$ cat src/rtl/phase_ctr_pkg.sv
`timescale 1ns/1ps
package phase_ctr_pkg;
  typedef enum logic [1:0] {
    MODE_OFF      = 2'd0,
    MODE_DUTY     = 2'd1,
    MODE_LOGIC_HI = 2'd2,
    MODE_LOGIC_LO = 2'd3
  } ctr_mode_e;

  typedef enum logic [1:0] {
    SEL_CTRL  = 2'd0,
    SEL_FREQ  = 2'd1,
    SEL_PHASE = 2'd2,
    SEL_NONE  = 2'd3
  } reg_sel_e;

  localparam int unsigned MODE_LSB   = 0;
  localparam int unsigned PINSEL_LSB = 8;
endpackage

$ cat src/rtl/ctr_regs.sv
`timescale 1ns/1ps
module ctr_regs
  import phase_ctr_pkg::*;
#(
  parameter int unsigned DATA_W    = 32,
  parameter int unsigned PIN_SEL_W = 3
) (
  input  logic                 clk_i,
  input  logic                 rst_ni,
  input  logic                 wr_en_i,
  input  logic [1:0]           wr_sel_i,
  input  logic [DATA_W-1:0]    wr_data_i,
  output ctr_mode_e            mode_o,
  output logic [PIN_SEL_W-1:0] pin_sel_o,
  output logic [DATA_W-1:0]    freq_o,
  output logic                 phase_we_o
);
  logic ctrl_we, freq_we;

  always_comb begin
    ctrl_we    = wr_en_i && (reg_sel_e'(wr_sel_i) == SEL_CTRL);
    freq_we    = wr_en_i && (reg_sel_e'(wr_sel_i) == SEL_FREQ);
    phase_we_o = wr_en_i && (reg_sel_e'(wr_sel_i) == SEL_PHASE);
  end

  always_ff @(posedge clk_i or negedge rst_ni) begin
    if (!rst_ni) begin
      mode_o    <= MODE_OFF;
      pin_sel_o <= '0;
    end else if (ctrl_we) begin
      mode_o    <= ctr_mode_e'(wr_data_i[MODE_LSB +: 2]);
      pin_sel_o <= wr_data_i[PINSEL_LSB +: PIN_SEL_W];
    end
  end

  always_ff @(posedge clk_i or negedge rst_ni) begin
    if (!rst_ni)      freq_o <= '0;
    else if (freq_we) freq_o <= wr_data_i;
  end
endmodule

$ cat src/rtl/ctr_cond.sv
`timescale 1ns/1ps
module ctr_cond
  import phase_ctr_pkg::*;
#(
  parameter int unsigned NUM_PINS  = 8,
  parameter int unsigned PIN_SEL_W = 3,
  parameter bit          SAMP_INIT = 1'b1
) (
  input  logic                 clk_i,
  input  ctr_mode_e            mode_i,
  input  logic [PIN_SEL_W-1:0] pin_sel_i,
  input  logic [NUM_PINS-1:0]  pins_i,
  output logic                 samp_o,
  output logic                 cond_o
);
  logic pin_now, logic_mode;
  // deliberately without reset: holds its level across reset and idle
  logic samp_q = SAMP_INIT;

  assign pin_now    = pins_i[pin_sel_i];
  assign logic_mode = (mode_i == MODE_LOGIC_HI) || (mode_i == MODE_LOGIC_LO);

  always_ff @(posedge clk_i) begin
    if (logic_mode) samp_q <= pin_now;
  end

  always_comb begin
    unique case (mode_i)
      MODE_DUTY:     cond_o = 1'b1;
      MODE_LOGIC_HI: cond_o = samp_q;
      MODE_LOGIC_LO: cond_o = ~samp_q;
      default:       cond_o = 1'b0;
    endcase
  end

  assign samp_o = samp_q;
endmodule

$ cat src/rtl/ctr_accum.sv
`timescale 1ns/1ps
module ctr_accum #(
  parameter int unsigned DATA_W = 32
) (
  input  logic              clk_i,
  input  logic              rst_ni,
  input  logic              cond_i,
  input  logic              duty_i,
  input  logic [DATA_W-1:0] freq_i,
  input  logic              phase_we_i,
  input  logic [DATA_W-1:0] wr_data_i,
  output logic [DATA_W-1:0] phase_o,
  output logic              pin_o
);
  logic [DATA_W:0]   sum;
  logic [DATA_W-1:0] phase_q;
  logic              carry_q;

  assign sum = {1'b0, phase_q} + {1'b0, freq_i};

  always_ff @(posedge clk_i or negedge rst_ni) begin
    if (!rst_ni) begin
      phase_q <= '0;
      carry_q <= 1'b0;
    end else if (phase_we_i) begin
      phase_q <= wr_data_i;
      carry_q <= 1'b0;
    end else if (cond_i) begin
      phase_q <= sum[DATA_W-1:0];
      carry_q <= duty_i & sum[DATA_W];
    end else begin
      carry_q <= 1'b0;
    end
  end

  assign phase_o = phase_q;
  assign pin_o   = carry_q & duty_i;
endmodule

$ cat src/rtl/phase_ctr_chan.sv
`timescale 1ns/1ps
module phase_ctr_chan
  import phase_ctr_pkg::*;
#(
  parameter int unsigned DATA_W    = 32,
  parameter int unsigned NUM_PINS  = 8,
  parameter bit          SAMP_INIT = 1'b1
) (
  input  logic                clk_i,
  input  logic                rst_ni,
  input  logic                wr_en_i,
  input  logic [1:0]          wr_sel_i,
  input  logic [DATA_W-1:0]   wr_data_i,
  input  logic [NUM_PINS-1:0] pins_i,
  output logic [DATA_W-1:0]   phase_o,
  output logic                pin_o
);
  localparam int unsigned PIN_SEL_W = (NUM_PINS > 1) ? $clog2(NUM_PINS) : 1;

  ctr_mode_e            mode;
  logic [PIN_SEL_W-1:0] pin_sel;
  logic [DATA_W-1:0]    freq;
  logic                 phase_we, samp, cond, duty;

  assign duty = (mode == MODE_DUTY);

  ctr_regs #(.DATA_W(DATA_W), .PIN_SEL_W(PIN_SEL_W)) u_regs (
    .clk_i, .rst_ni, .wr_en_i, .wr_sel_i, .wr_data_i,
    .mode_o(mode), .pin_sel_o(pin_sel), .freq_o(freq), .phase_we_o(phase_we)
  );

  ctr_cond #(.NUM_PINS(NUM_PINS), .PIN_SEL_W(PIN_SEL_W), .SAMP_INIT(SAMP_INIT)) u_cond (
    .clk_i, .mode_i(mode), .pin_sel_i(pin_sel), .pins_i,
    .samp_o(samp), .cond_o(cond)
  );

  ctr_accum #(.DATA_W(DATA_W)) u_accum (
    .clk_i, .rst_ni, .cond_i(cond), .duty_i(duty), .freq_i(freq),
    .phase_we_i(phase_we), .wr_data_i, .phase_o, .pin_o
  );
endmodule

$ cat config.mk
export PLATFORM = sky130hd
export DESIGN_NAME = phase_ctr_chan
export DESIGN_NICKNAME = d
export VERILOG_FILES = /design/src/rtl/phase_ctr_pkg.sv /design/src/rtl/ctr_regs.sv /design/src/rtl/ctr_cond.sv /design/src/rtl/ctr_accum.sv /design/src/rtl/phase_ctr_chan.sv
export SDC_FILE = /design/constraint.sdc
export NUM_CORES = 1
export LEC_CHECK = 0
export BUFFER_PORTS_ARGS = -buffer_cell sky130_fd_sc_hd__buf_2
export CORE_MARGIN = 3
export CORE_UTILIZATION = 42
export DETAILED_ROUTE_END_ITERATION = 16
export PLACE_DENSITY = 0.68
export SLEW_MARGIN = 20
export SYNTH_ARGS = -nofsm -noshare
export SYNTH_HDL_FRONTEND = slang
export SYNTH_SLANG_ARGS = --single-unit
$ cat constraint.sdc
create_clock -name clk_i -period 2.17 [get_ports clk_i]
set_input_delay 0.1085 -clock clk_i [delete_from_list [all_inputs] [get_ports clk_i]]
set_output_delay 0.1085 -clock clk_i [all_outputs]
set_load 0.005 [all_outputs]
==> results.yml, run 1 <==
run_status:
  status: "finished, violations left"
  violations: "setup timing"
critical_path:
  cpPeakStageDelay_ns: 0.36
  crit_path_start: "u_accum.phase_o[0]$_DFFE_PN0P_"
  worstSetupPathType: "reg2reg"
  critPathLaunchType: "flip-flop"
  arrival_ns: 2.75
  reg2reg_from: "u_accum.phase_o[0]$_DFFE_PN0P_"
  cp.required_ns: 2.44
  cp.depth: 12
  endpoint: "u_accum.phase_o[30]$_DFFE_PN0P_"
  crit_fanout: 3
  slowest_stage: "dfrtp_1"
  r2r_slack_ns: -0.31
  path_cells: "ha_2 -> inv_2 -> fa_2 -> nand2b_4 -> a211oi_4 -> o21bai_2 -> o31ai_2 -> buf_4 -> buf_12 -> a21oi_2 -> xor2_1 -> a21oi_1"
  rr_worst_depth: 12
  rr_endpoint: "u_accum.phase_o[30]$_DFFE_PN0P_"
  crit_path_end_kind: "flip-flop"
  worst_path_dominant_cell_family: "compound AO/OA/AOI/OAI gates"
  crit_buf_inv: 3
sta:
  min_period_ns: 2.48
  hold_violations: 0
  slew_headroom_pct: 48.1
  layout_setup_ws_ns: -0.310
  drv_slew: 0
  fmax_mhz: 403
  worstMarginPinSlew_ns: 0.777
  rsz0062_at_grt: "true"
  whs_ns: 0.00714
  fin_worst_skew_ns: 0.00914
  period_share_pct: 114
  setup_viol: 16
  tns_ns: -2.39
layout:
  diodes: 0
  area_delta_synth_final_pct: 45.1
  final_layout_size_suffix_gt1_share_pct: 47.4
  fin_nets: 777
  fin_util_pct: 63.8
power:
  seqPwrFrac_pct: 18.5
  p_leak_nw: 3.19
  p_switching_mw: 4.79
  clockPowerShare_pct: 14.0
  p_sw_share_pct: 40.6
  peakVddDrop_mv: 0.814
  p_total_mw: 11.8
  p_int_mw: 7.02
  power.density_nw_per_um2: 1660
  power_frac_comb_pct: 67.5
placement:
  gp_congestion: 0.928
  pre_cts_ws_ns: -0.285
  io_buffers: 77
  dp_hpwl_mm: 10.6
hold_path:
  hold_class: "in2reg"
  hold_depth: 2
clock_network:
  clk_pin_slew_ns: 0.06
  cts-buffers-inserted: 9
  clkLatencyLatePin_ns: 0.35
  root_buffer: "clkbuf_16"
  htreeDepth: 3
  cts_buffer_depth: 2
  clock-sinks: 71
  cts_tree: "done"
logic_synthesis:
  synth_nets: 599
  synth_enable_flop_cells: 1
  mappedNetlistArea_um2: 4890
  synth_cell_types: 61
  avgSynthCellArea_um2: 9.38
  synth_top_area_share_pct: 35.8
  yosysSeqAreaShare_pct: 36.5
  async_flop_share_pct: 98.6
  synth_top_cell_by_area: "dfrtp_1"
  yosys_register_bits: 71
  ys_warn_count: 0
  syn_inst: 521
  synthTopCellsByArea: "dfrtp_1 36%, mux2_2 8.5%, ha_1 8.2%"
  synthFlopType: "dfrtp_1"
route:
  vias: 4710
  drtIter0Drc: 214
  routed_via_density: 5.59
  routedWlPerCell_um: 17.7
  drc: 0
  routed_wl_mm: 15.0
  dr.pass1.iters: 5
  ant_nets: 0
floorplan:
  coreArea_um2: 11100
  design.portCount: 78
  die_area_um2: 13000
  fp-row-count: 38
  die_x_um: 114
  start_util_pct: 43.9
  die_h_um: 114
global_routing:
  grt_use_total_pct: 23.6
  grt_pass1_vias: 5040
  grt_pass1_wl_mm: 24.6
  grt_max_degree: 43
  overflow: 0
  antenna_found_initial: 0
run:
  maxCapViolCount: 0
==> worst min path at each step <==
stage,startpoint,end,slack (ns)
global route,wr_data_i[30],u_regs.freq_o[30]$_DFFE_PN0P_,0.002
CTS,wr_data_i[28],u_regs.freq_o[28]$_DFFE_PN0P_,0.0001
floorplan,rst_ni,u_accum.carry_q$_DFF_PN0_,-0.19
detailed placement,rst_ni,u_regs.freq_o[18]$_DFFE_PN0P_,0.20
global placement,rst_ni,u_regs.freq_o[18]$_DFFE_PN0P_,0.17
finish,wr_data_i[19],u_regs.freq_o[19]$_DFFE_PN0P_,0.007
==> flip-flops by register name (all words and copies together) (netlist names) <==
signal and flops:
u_regs.pin_sel_o 3, u_accum.carry_q 1, u_cond.samp_o 1, u_regs.mode_o 2, u_regs.freq_o 32, u_accum.phase_o 32
==> placed cells by master, fill, tap and decap left out, types with 16 or more instances in the layout <==
master   netlist  final
nand2_1       45     42
a21o_1        16     16
o21ai_0       35     30
buf_4          1    113
dfrtp_1       70     70
buf_2          8     77
or3_1         17     16
nor2_1        29     27
mux2_2        37     37
a21oi_1       65     47
==> cell usage after synthesis, types with 2 or more instances <==
master and instances:
o221ai_1 2, o2111ai_1 2, clkbuf_1 16, mux4_2 2, inv_1 9, and4_1 2, buf_6 3, o21a_1 5
nor3_1 2, ha_1 32, nand3_1 12, a211oi_1 6, a31oi_1 8, a221o_1 4, o21bai_1 8, a21oi_1 65
o31ai_2 2, xnor2_1 14, buf_2 8, nor2_1 29, nand2_1 45, a21o_1 16, dfrtp_1 70, o31ai_1 3
or3_1 17, o21ai_0 35, nand2b_1 3, and2_1 3, and3_1 6, xor2_1 14, clkbuf_8 3, nand4_1 10
mux2_2 37
==> what timing repair did <==
action	4_1_cts	5_1_grt
pin swaps	26	34
gates cloned	0	0
endpoints found under the setup margin	23	23
buffers inserted	6	6
hold buffers	5	0
hold endpoints to repair	32	0
resized for setup	43	51
==> final cells by class <==
cell class	instances	area [um^2]
fill	942	4030
multi-input combinational	409	3420
sequential	71	1780
timing repair buffer	199	1350
clock buffer	12	267
tap	140	175
clock inverter	3	65.1
inverter	9	33.8
==> cell families after synthesis <==
group / synth area share, %
fa+ha+maj: 8.60
xor+xnor: 5.02
simple gates: 14.5
mux: 9.65
flops: 36.5
compound gates: 21.2
buf+inv: 4.51
==> layer usage <==
layer  track usage, %  up-vias  part of all wire (%)
met2             40.9      131                    50
met3             5.36       30                   4.7
li1                 -     2266                     -
met5                0        -                     0
met1             28.9     2283                    43
met4             8.39        0                   2.2
==> worst register-to-register path, delay by kind of cell, from the launching register on <==
family / cells / cell delay (ns)
AO/OA/AOI/OAI: 5 / 0.89
buffers and inverters: 3 / 0.32
XOR/XNOR: 1 / 0.15
AND/OR/NAND/NOR: 1 / 0.16
flip-flops: 1 / 0.36
adder cells (fa/ha/maj): 2 / 0.52
==> power by group through the flow <==
stage / clock [mW] / sequential [mW] / combinational [mW]
2_1_floorplan: 0 / 2.11 / 3.96
3_3_place_gp: 0 / 2.07 / 6.53
3_5_place_dp: 0 / 2.10 / 6.59
4_1_cts: 1.68 / 2.13 / 7.16
5_1_grt: 1.74 / 2.24 / 8.69
6_report: 1.65 / 2.18 / 7.97
==> through the flow <==
stage / instance area [um^2] / std cells
2_1_floorplan: 4930 / 521
3_3_place_gp: 6110 / 812
3_5_place_dp: 6110 / 812
4_1_cts: 6770 / 838
5_1_grt: 7090 / 843
6_report: 7090 / 843
Note: power is estimated with default switching activity, not from simulation.
==> run 2: changes to the inputs <==
Settings changed: CORE_MARGIN 3 to 4.
==> run 2 against run 1 <==
Against the previous run:
- the run still ends with setup timing left
- power up 2.1%
- non-clock buffer count up 12
- wire length up 2.7%
- maximum frequency up 2.2%
- cell area up 1.3%
- highest routed layer unchanged
- combinational power up 4.5%
- register-to-register slack better by 0.05 ns
==> results.yml, run 2 (synthesis gave the netlist of run 1 again) <==
floorplan:
  die_h_um: 116
  design.portCount: 78
  start_util_pct: 42.8
  coreArea_um2: 11400
  die_x_um: 116
  die_area_um2: 13400
  fp-row-count: 39
critical_path:
  worst_path_dominant_cell_family: "compound AO/OA/AOI/OAI gates"
  crit_fanout: 3
  crit_path_end_kind: "flip-flop"
  r2r_slack_ns: -0.25
  worstSetupPathType: "reg2reg"
  path_cells: "ha_2 -> inv_2 -> fa_2 -> nand2b_4 -> a211oi_4 -> o21ai_2 -> a311oi_2 -> buf_4 -> buf_12 -> nor2_2 -> xor2_1 -> a21oi_1"
  arrival_ns: 2.63
  cp.required_ns: 2.37
  critPathLaunchType: "flip-flop"
  slowest_stage: "dfrtp_1"
  reg2reg_from: "u_accum.phase_o[0]$_DFFE_PN0P_"
  rr_endpoint: "u_accum.phase_o[20]$_DFFE_PN0P_"
  cpPeakStageDelay_ns: 0.37
  rr_worst_depth: 12
  crit_buf_inv: 3
sta:
  min_period_ns: 2.42
  slew_headroom_pct: 49.1
  setup_viol: 20
  fmax_mhz: 412
  drv_slew: 0
  fin_worst_skew_ns: 0.00815
  hold_violations: 0
  rsz0062_at_grt: "true"
  period_share_pct: 112
  worstMarginPinSlew_ns: 0.761
  tns_ns: -2.64
  layout_setup_ws_ns: -0.255
route:
  drtIter0Drc: 270
  routedWlPerCell_um: 17.9
  routed_via_density: 5.55
  vias: 4767
  routed_wl_mm: 15.4
  drc: 0
  dr.pass1.iters: 5
  ant_nets: 0
layout:
  stdcell_count: 859
  final_cell_mix: "122 x buf_4, 77 x buf_2, 70 x dfrtp_1, 45 x a21oi_1, 42 x nand2_1"
  final_layout_size_suffix_gt1_share_pct: 49.3
  final_common_cell: "buf_4"
  diodes: 0
  area_delta_synth_final_pct: 47.0
  fin_nets: 789
global_routing:
  grt_max_degree: 41
  grt_pass1_vias: 4911
  overflow: 0
  antenna_found_initial: 0
  grt_use_total_pct: 23.1
  grt_pass1_wl_mm: 24.4
power:
  p_leak_nw: 3.25
  power.density_nw_per_um2: 1680
  p_total_mw: 12.0
  peakVddDrop_mv: 1.08
clock_network:
  clock-sinks: 71
  clkLatencyLatePin_ns: 0.35
  cts-buffers-inserted: 9
  root_buffer: "clkbuf_16"
  cts_tree: "done"
  htreeDepth: 3
  cts_buffer_depth: 2
  clk_pin_slew_ns: 0.06
hold_path:
  hold_depth: 2
  hold_class: "in2reg"
  min_from: "wr_data_i[22]"
  hold_end: "u_regs.freq_o[22]$_DFFE_PN0P_"
placement:
  io_buffers: 77
  dp_hpwl_mm: 11.0
  placed_cells: 816
  gp_congestion: 0.888
run_status:
  status: "finished, violations left"
  violations: "setup timing"
run:
  maxCapViolCount: 0
## run 2: power by group
group	switching (mW)	internal (mW)	total (mW)
logic	4.00	4.34	8.33
clock network	0.560	0.980	1.54
registers	0.388	1.79	2.18
## run 2: what timing repair did
action / in CTS / in global routing
hold endpoints to repair: 31 / 0
setup buffers: 15 / 10
hold buffers: 2 / 0
pin swaps: 41 / 40
gates cloned: 0 / 0
endpoints found under the setup margin: 23 / 25
resized for setup: 64 / 39
## run 2: through the flow
step                      area (um^2)  hold WS (ns)  setup slack, ns  util (%)
final                            7180       0.00930           -0.255      62.9
after CTS                        6860      0.000211           -0.171      60.1
after detailed placement         6120         0.201           -0.347      53.6
after global routing             7180       0.00847           -0.356      62.9
after floorplan                  4930        -0.187          -0.0256         -
after global placement           6120         0.194           -0.301      53.6
## run 2: area by class of cell
type                       instances  area, um^2
clock inverter                     3        40.0
sequential                        71        1780
multi-input combinational        409        3430
inverter                           9        33.8
timing repair buffer             211        1450
clock buffer                      13         270
tap                              143         179
fill                             967        4240
## run 2: how the worst max path moves through the flow
stage                                          startpoint                              end  slack (ns)  depth (start not counted)
after global routing      u_accum.phase_o[10]$_DFFE_PN0P_  u_accum.phase_o[28]$_DFFE_PN0P_       -0.36                          9
final                      u_accum.phase_o[0]$_DFFE_PN0P_  u_accum.phase_o[20]$_DFFE_PN0P_       -0.25                         12
after global placement     u_accum.phase_o[0]$_DFFE_PN0P_  u_accum.phase_o[28]$_DFFE_PN0P_       -0.30                         10
after CTS                    u_regs.freq_o[9]$_DFFE_PN0P_  u_accum.phase_o[23]$_DFFE_PN0P_       -0.17                          9
after floorplan            u_accum.phase_o[0]$_DFFE_PN0P_  u_accum.phase_o[26]$_DFFE_PN0P_       -0.03                         10
after detailed placement   u_accum.phase_o[0]$_DFFE_PN0P_        u_accum.carry_q$_DFF_PN0_       -0.35                         10
## run 2: routing by layer
metal  part of all wire [%]  routed length (um)  GRT usage [%]  vias to the layer above
li1                       -                   -              -                     2288
met1                     43                6540           29.4                     2322
met2                     50                7690           38.8                      134
met3                    5.5                 845           5.74                       23
met4                    1.9                 286           7.04                        0
met5                      0                   0              0                        -
==> run 3: changes to the inputs <==
Settings changed: ABC_AREA set to 1, PLACE_DENSITY 0.68 to 0.67.
==> run 3 against run 2 <==
Against the previous run:
- the flow now finishes without violations
- largest cell class unchanged
- first-iteration DRC count increased by 0.74%
- die area increased by 11%
- synthesized cell count increased by 60%
==> results.yml, run 3 <==
sta:
  tns_ns: 0
  drv_slew: 0
  fin_worst_skew_ns: 0.00763
  period_share_pct: 93.6
  hold_violations: 0
  setup_viol: 0
  min_period_ns: 2.03
  slew_headroom_pct: 44.4
  fmax_mhz: 492
  worstMarginPinSlew_ns: 0.833
  rsz0062_at_grt: "false"
critical_path:
  path_cells: "ha_2 -> inv_1 -> fa_2 -> inv_1 -> nand2_1 -> nand3_1 -> nand2_1 -> nand2_2 -> buf_4 -> xor2_1 -> nor2_1 -> o21ai_1"
  worstSetupPathType: "reg2reg"
  crit_path_end_kind: "flip-flop"
  arrival_ns: 2.30
  crit_fanout: 3
  reg2reg_from: "u_accum.phase_o[0]$_DFFE_PN0P_"
  cp.required_ns: 2.44
  rr_worst_depth: 12
  r2r_slack_ns: 0.14
  rr_endpoint: "u_accum.phase_o[14]$_DFFE_PN0P_"
  critPathLaunchType: "flip-flop"
  slowest_stage: "dfrtp_1"
  cpPeakStageDelay_ns: 0.37
layout:
  final_common_cell: "nand2_1"
  diodes: 0
  ff_latch_area_um2: 1780
  area_delta_synth_final_pct: 18.8
  fin_util_pct: 51.3
  fillCellCount: 1337
  fin_nets: 994
  multi_input_area_um2: 3140
  final_area_um2: 6520
  final_cell_mix: "306 x nand2_1, 147 x inv_1, 77 x buf_2, 70 x dfrtp_1, 60 x nor2_1"
  final_layout_size_suffix_gt1_share_pct: 16.6
clock_network:
  root_buffer: "clkbuf_16"
  htreeDepth: 3
  clock-sinks: 71
  cts_tree: "done"
  clk_pin_slew_ns: 0.06
  cts_buffer_depth: 2
  cts-buffers-inserted: 9
  clkLatencyLatePin_ns: 0.34
floorplan:
  die_x_um: 122
  coreArea_um2: 12700
  design.portCount: 78
  start_util_pct: 43.2
  die_h_um: 122
  die_area_um2: 15000
  fp-row-count: 41
global_routing:
  grt_pass1_vias: 4901
  grt_max_degree: 71
  grt_pass1_wl_mm: 24.2
  grt_use_total_pct: 20.5
  overflow: 0
  antenna_found_initial: 0
run_status:
  status: "complete, no violations"
placement:
  dp_hpwl_mm: 11.2
  placed_cell_area_um2: 6070
  gp_congestion: 0.922
  io_buffers: 77
route:
  ant_nets: 0
  drc: 0
  vias: 5245
  routed_wl_mm: 14.7
  drtIter0Drc: 272
  routed_via_density: 4.80
  routedWlPerCell_um: 13.4
  dr.pass1.iters: 5
logic_synthesis:
  mappedNetlistArea_um2: 5490
  synth_enable_flop_cells: 1
  synth_cell_types: 31
  yosysMostFrequentCell: "nand2_1"
  yosys_register_bits: 71
  syn_inst: 832
  ys_warn_count: 0
  yosysSeqAreaShare_pct: 32.5
  synth_nets: 910
  synthTopCellsByArea: "dfrtp_1 32%, nand2_1 21%, inv_1 10%"
  synth_common_cells: "309 x nand2_1, 147 x inv_1, 70 x dfrtp_1"
  synthFlopType: "dfrtp_1"
  avgSynthCellArea_um2: 6.60
  async_flop_share_pct: 98.6
  synth_top_cell_by_area: "dfrtp_1"
  synth_top_area_share_pct: 31.9
power:
  power_frac_comb_pct: 58.0
  power.density_nw_per_um2: 1370
  p_switching_mw: 4.13
  p_int_mw: 4.82
  p_total_mw: 8.95
  seqPwrFrac_pct: 23.9
  p_sw_share_pct: 46.1
  p_leak_nw: 3.78
  peakVddDrop_mv: 0.476
  clockPowerShare_pct: 18.1
hold_path:
  hold_class: "in2reg"
  hold_depth: 2
  min_from: "wr_data_i[27]"
  hold_end: "u_regs.freq_o[27]$_DFFE_PN0P_"
run:
  maxCapViolCount: 0
## run 3: power by group through the flow
stage | clock network [mW] | registers [mW] | logic, mW
2_1_floorplan | 0 | 2.09 | 3.64
3_3_place_gp | 0 | 2.13 | 4.97
3_5_place_dp | 0 | 2.13 | 5.00
4_1_cts | 1.65 | 2.12 | 5.04
5_1_grt | 1.71 | 2.19 | 5.99
6_report | 1.62 | 2.14 | 5.19
## run 3: cells by family (layout without fill, tap and decap cells)
family          count (synthesis)  in the layout  share of synthesized area (%)
compound gates                 86             86                           8.55
xor+xnor                       14             14                           2.23
fa+ha+maj                      33             33                           7.66
flops                          71             71                           32.5
buf+inv                       165            254                           11.9
mux                            26             26                           5.33
simple gates                  437            437                           31.9
## run 3: stage by stage
step,std cells,worst slack [ns],hold WS (ns)
2_1_floorplan,832,0.269,-0.187
3_3_place_gp,1072,0.0562,0.168
3_5_place_dp,1072,0.0260,0.170
4_1_cts,1091,0.0172,0.00249
5_1_grt,1093,0.0164,0.00627
6_report,1093,0.138,0.0120
## run 3: critical path: cells and delay by family (launching register included)
kind / cells / cell delay (ns)
AOI/OAI and AO/OA: 1 / 0.13
xor gates and xnor gates: 1 / 0.15
adders and majority gates: 2 / 0.56
buffers and inverters: 3 / 0.29
DFF: 1 / 0.37
and+or+nand+nor: 5 / 0.45
## run 3: how the worst max path moves through the flow
stage / from / end / slack [ns] / depth (start not counted)
global placement: u_accum.phase_o[0]$_DFFE_PN0P_ / u_accum.phase_o[28]$_DFFE_PN0P_ / 0.06 / 13
detailed placement: u_accum.phase_o[0]$_DFFE_PN0P_ / u_accum.carry_q$_DFF_PN0_ / 0.03 / 12
finish: u_accum.phase_o[0]$_DFFE_PN0P_ / u_accum.phase_o[14]$_DFFE_PN0P_ / 0.14 / 12
global route: u_accum.phase_o[19]$_DFFE_PN0P_ / u_accum.phase_o[27]$_DFFE_PN0P_ / 0.02 / 10
CTS: u_accum.phase_o[0]$_DFFE_PN0P_ / u_accum.phase_o[28]$_DFFE_PN0P_ / 0.02 / 13
floorplan: u_accum.phase_o[0]$_DFFE_PN0P_ / u_accum.phase_o[16]$_DFFE_PN0P_ / 0.27 / 13
## run 3: layer usage
metal  wire length [um]  GRT usage [%]
met1               7320           29.8
met5                  0              0
met4                287           7.14
met3                844           3.00
met2               6240           31.1
## run 3: repair_timing
action / 4_1_cts / 5_1_grt
buffers inserted: 0 / 2
hold buffers: 3 / 0
endpoints found under the hold margin: 72 / 0
setup endpoints to repair: 0 / 14
gates resized for setup: 0 / 15
## run 3: layout make-up
class,instances,share of cell area (%)
clock inverters,5,1.27
inverters,147,8.46
multi-input cells,596,48.1
repair buffers,91,7.83
well taps,172,3.30
flip-flops and latches,71,27.3
clock buffers,11,3.72
